===== config.mk =====
export PLATFORM = sky130hd
export DESIGN_NAME = single_shot_detect
export DESIGN_NICKNAME = d
export VERILOG_FILES = /design/src/rtl/single_shot_detect.sv
export SDC_FILE = /design/constraint.sdc
export NUM_CORES = 1
export LEC_CHECK = 0
export ABC_AREA = 1
export BUFFER_PORTS_ARGS = -buffer_cell sky130_fd_sc_hd__buf_4
export CORE_AREA = 2 2 39 41
export DETAILED_ROUTE_END_ITERATION = 8
export DIE_AREA = 0 0 41 43
export SKIP_CTS_REPAIR_TIMING = 1
export SYNTH_ARGS = -nofsm -noshare
export SYNTH_HDL_FRONTEND = slang
export SYNTH_SLANG_ARGS = --single-unit

===== constraint.sdc =====
create_clock -name clk -period 0.8 [get_ports clk]
set_input_delay 0.2 -clock clk [delete_from_list [all_inputs] [get_ports clk]]
set_output_delay 0.2 -clock clk [all_outputs]
set_load 0.005 [all_outputs]

===== src/rtl/single_shot_detect.sv =====
module single_shot_detect (
  input  logic clk,
  input  logic rst_n,
  input  logic din,
  output logic hit
);
  typedef enum logic [1:0] {
    ST_IDLE = 2'b00,
    ST_ONE  = 2'b01,
    ST_DONE = 2'b11,
    ST_ZERO = 2'b10
  } st_t;

  st_t  st, st_nx;
  logic rst_seen = 1'b0;

  always_comb begin
    case (st)
      ST_IDLE: st_nx = din ? ST_ONE  : ST_IDLE;
      ST_ONE:  st_nx = din ? ST_ONE  : ST_DONE;
      ST_DONE: st_nx = din ? ST_DONE : ST_ZERO;
      ST_ZERO: st_nx = din ? ST_DONE : ST_IDLE;
      default: st_nx = ST_IDLE;
    endcase
  end

  always_ff @(posedge clk) begin
    if (!rst_n) st <= ST_IDLE;
    else        st <= st_nx;
  end

  always_ff @(posedge clk) rst_seen <= rst_seen | ~rst_n;

  assign hit = rst_seen & rst_n & (st == ST_ONE) & ~din;

  p_reset_clears_r1: assert property (@(posedge clk) !rst_n |=> !hit);

  p_hit_after_one_r2: assert property (@(posedge clk) disable iff (!rst_n)
    hit |-> $past(din));

  p_hit_on_zero_r3: assert property (@(posedge clk) disable iff (!rst_n)
    hit |-> !din);

  p_single_shot_r4: assert property (@(posedge clk) disable iff (!rst_n)
    hit |=> !hit);

  p_lone_zero_keeps_disarmed_r5: assert property (@(posedge clk) disable iff (!rst_n)
    hit ##1 !din ##1 din |=> !hit);

  p_reset_masks_flag_r6: assert property (@(posedge clk) !rst_n |-> !hit);

  p_quiet_before_reset_r7: assert property (@(posedge clk) !rst_seen |-> !hit);
endmodule


# Word level (Yosys, flattened, before mapping)
# Cells that the tools add are included.
[word_totals] register_bits=3 inputBits=3 output_inout_bits=1 wordCells=17
[classes] eq_ne=3 muxes=5 bitwise=6 reduce_logical=1
[op_table] operator="2-bit case mux with 4 select lines" n=1
[op_table] operator="2-bit == test, second input constant" n=2
[op_table] operator="2-bit two-way mux" n=2
[op_table] operator="1-bit AND" n=3
[op_table] operator="2-bit by 1-bit == test with 1-bit output, second input constant" n=1
[op_table] operator="2-bit zero test" n=1
[op_table] operator="1-bit two-way mux" n=2
[op_table] operator="1-bit inverter" n=2
[op_table] operator="1-bit bitwise OR" n=1

# Logic depth before layout (Yosys ltp)
[logic_depth] ltp_word=3 depth_mapped=3

# Worst setup path before layout
# OpenSTA, ideal clock, no wires.
[synth_timing] kind="register to output" start="reg with a tool-made name" end="out hit" t_arrival_ns=0.495 t_required_ns=0.600 slack_ns=0.105 stages_incl_launch_ff=4 path_buffers=0 path_cell_list="dfxtp_1 inv_1 nand2_1 nor2_1"
[synth_lines] element="end, declared" line_no="5" rtl="output logic hit"

# Final worst setup path
[layout_timing] start="reg rst_seen" end="out hit"
[layout_between] elab_chain_len=3
[layout_lines] element="start, declared" line_no="15" rtl="logic rst_seen = 1'b0;"
[layout_lines] element="start signal, assigned" line_no="32" rtl="always_ff @(posedge clk) rst_seen <= rst_seen | ~rst_n;"
[layout_lines] element="1-bit AND (3 in series)" line_no="34" rtl="assign hit = rst_seen & rst_n & (st == ST_ONE) & ~din;"
# No other way between the ends.

==> summary.log <==
qor: status.result_of_the_run finished, violations left
qor: status.failed_checks negative setup slack
qor: power_and_ir_drop.cellLeakagePower 0.0857 nW
qor: yosys.synthFlopType dfxtp_1
qor: power_and_ir_drop.comb_power_share 0.072
qor: yosys.muxShareOfSynthArea 0
qor: power_and_ir_drop.power_switching_share 0.215
qor: yosys.synth_adder_area_share 0
qor: sta.final-hold-violation-count 0
qor: critical_path.critPathLaunchType flip-flop
qor: placement.buffer_ports.inserted 3
qor: layout.drive_above_1_share 0.545
qor: clock_network.cts_num_sinks 3
qor: yosys.synthTopCellsByCount 3 x dfxtp_1, 3 x inv_1, 3 x nor2_1
qor: sta.post_layout_worst_setup_margin -0.254 ns
qor: yosys.compound_gate_portion_of_the_synthesized_area 0.0930
qor: global_routing.grt_residual_overflow 0
qor: worst_hold_path.holdPathEnd st[0]
qor: clock_network.numCtsBuffers 3
qor: yosys.yosysTopAreaCellShare 0.558
qor: yosys.netlist_area_pre_place 108 sq um
qor: global_routing.first_global_vias 113
qor: yosys.synth_sequential_area_ratio 0.558
qor: worst_hold_path.holdPathStages 3
qor: clock_network.clk_pin_slew_worst_paths 0.04 ns
qor: clock_network.worstSkewPairLatency 0.23 ns
qor: route.post_drt_wl_per_cell 6.34 um
qor: clock_network.clock_tree.buffer_depth 2
qor: yosys.postSynth.asyncResetShare 0
qor: layout.syn_to_final_growth 76.7%
qor: sta.final.setup_skew 0.00215 ns
qor: critical_path.cp_slowest_cell dfxtp_2
qor: critical_path.worst-setup-path-type flip-flop to primary output
qor: layout.antennaDiodeCount 0
qor: power_and_ir_drop.p_per_area 2440 mW/mm^2
qor: yosys.avgSynthCellArea 7.69 sq um
qor: floorplan.initial_utilization 0.0778
qor: yosys.post_synth_xor_xnor_area 0
qor: sta.timing.final.crit_share 1.32
qor: route.initialDrtViolationCount 0
qor: power_and_ir_drop.internal-power 0.000365 W
qor: sta.achievable-frequency 949 MHz
qor: clock_network.htreeDepth 1
qor: yosys.synth-seq-cells 3
qor: floorplan.rows 14
qor: power_and_ir_drop.peakVddDrop 0.000505 V
qor: critical_path.startpoint_of_the_worst_register_to_register_path st[0]
qor: sta.setup-violations-final 1
qor: yosys.synth_top_family_by_area simple AND/OR/NAND/NOR gates
qor: sta.min_period 1.05 ns
qor: power_and_ir_drop.power_frac_clock 0.576
qor: run.timing.max_cap.violations 0
qor: clock_network.ctsRootBufferMaster clkbuf_4
qor: worst_hold_path.hold_path.class input port to flip-flop
qor: yosys.synth.lib_cells_used.distinct 8
qor: power_and_ir_drop.pwr-share-seq 0.352
qor: global_routing.maximum_number_of_pins_on_one_net_before_global_route_repair 4
qor: critical_path.cp_data_required_time 0.60 ns
qor: critical_path.crit_path_cell_trace nand3_1 -> nor2_1 -> buf_4
qor: worst_hold_path.worstHoldStart rst_n
qor: yosys.synth_simple_gate_area_frac 0.244
qor: global_routing.track_usage 0.0381
qor: route.vias 103
qor: route.totalWireLength 241 um
qor: route.detail_route.first_pass.iterations 1
qor: sta.slew_viol_final 0
qor: critical_path.logic_depth_of_the_worst_path_buffers_included 3
qor: placement.hpwl 153 um
qor: route.vias_per_cell 2.71
qor: sta.max_slew_margin 0.900
qor: floorplan.die_area 0.00176 sq mm
qor: critical_path.reg2reg_slack 0.15 ns
qor: yosys.netlist_top_cells_area dfxtp_1 56%, inv_1 10%, nor2_1 10%
qor: route.drcViolationCount 0
qor: critical_path.crit_family flip-flops
qor: floorplan.design.portCount 4
qor: critical_path.timing.critical_path.buf_inv 1
qor: power_and_ir_drop.power.net_switching 0.0000997 W
qor: critical_path.critical-path-max-stage-delay 0.32 ns
qor: yosys.mappedNetlistNets 17
qor: global_routing.first_pass_grt_wire_length 365 um
qor: yosys.synth_enable_flop_cells 0
qor: global_routing.number_of_antenna_violations_at_the_first_check_in_global_routing 0
qor: floorplan.fp.dieH 43 um
qor: floorplan.placeable_core_region 0.00138 sq mm
qor: sta.grt_setup_unrepaired yes
qor: critical_path.worst-r2r-cell-count 2
qor: critical_path.worstSetupEndpointType primary output
qor: critical_path.arrival_time_at_the_worst_endpoint 0.85 ns
qor: route.final_antenna_net_count 0
qor: floorplan.dieWidth 41 um
qor: yosys.synthesis.yosys.warnings 0
qor: power_and_ir_drop.report.power.total 0.000465 W
qor: critical_path.worst-path-max-fanout 2
qor: yosys.post-synth-top-area-cell dfxtp_1
qor: yosys.synthesis.instances 14
qor: clock_network.cts_tree yes
qor: sta.tightest_slew 0.148 ns
qor: sta.hold_ws 0.216 ns
qor: layout.nNetsFinal 26
qor: placement.place_congestion 0.549
placed cells by master, fill, tap and decap left out, drive strengths merged:
cell / count
nand2: 1
a21oi: 1
o21ai: 1
inv: 3
dfxtp: 3
clkbuf: 4
nand3: 1
buf: 4
or2: 1
nor2: 3
power groups by stage:
stage | clock network, W | logic, W | registers [W]
after floorplan | 0 | 0.0000145 | 0.000162
after global placement | 0 | 0.0000313 | 0.000163
after detailed placement | 0 | 0.0000313 | 0.000163
after CTS | 0.000283 | 0.0000315 | 0.000161
after global routing | 0.000296 | 0.0000387 | 0.000164
final | 0.000268 | 0.0000334 | 0.000164
layout make-up:
type / count / area [sq um]
clock buffer: 4 / 26.3
fill: 157 / 1190
inverter: 3 / 11.3
multi-input combinational: 8 / 38.8
sequential: 3 / 63.8
tap: 16 / 20.0
timing repair buffer: 4 / 30.0
logic make-up after synthesis:
family,Yosys count
AO/OA/AOI/OAI,2
flip-flops,3
AND/OR/NAND/NOR,6
buffers and inverters,3
worst max-delay path by stage:
stage          startpoint  end  slack, ns
2_1_floorplan   flip-flop  hit       0.10
3_3_place_gp          din  hit      -0.04
3_5_place_dp          din  hit      -0.04
4_1_cts         flip-flop  hit      -0.28
5_1_grt         flip-flop  hit      -0.29
6_report         rst_seen  hit      -0.25
worst reg2reg max path, delay by kind of cell (launching register included):
| kind | cells | cell delay (ns) |
|---|---|---|
| compound gates | 1 | 0.16 |
| flops | 1 | 0.31 |
| simple gates | 1 | 0.06 |
per-layer routing:
| metal | vias to the layer above | track usage | wire length, um |
|---|---|---|---|
| met4 | 0 | 0.0800 | 0 |
| met3 | 0 | 0.0157 | 10 |
| li1 | 57 | - | - |
| met2 | 4 | 0.0375 | 107 |
| met5 | - | 0 | 0 |
| met1 | 42 | 0.0353 | 124 |
metrics by stage:
step | cell area, sq um | setup WS [ns] | util | setup TNS [ns] | instances
2_1_floorplan | 108 | 0.105 | - | 0 | 14
3_3_place_gp | 158 | -0.0353 | 0.114 | -0.0353 | 34
3_5_place_dp | 158 | -0.0391 | 0.114 | -0.0391 | 34
4_1_cts | 184 | -0.276 | 0.133 | -0.276 | 38
5_1_grt | 190 | -0.289 | 0.137 | -0.289 | 38
6_report | 190 | -0.254 | 0.137 | -0.254 | 38
No activity file was read; power rests on OpenSTA's default activity.
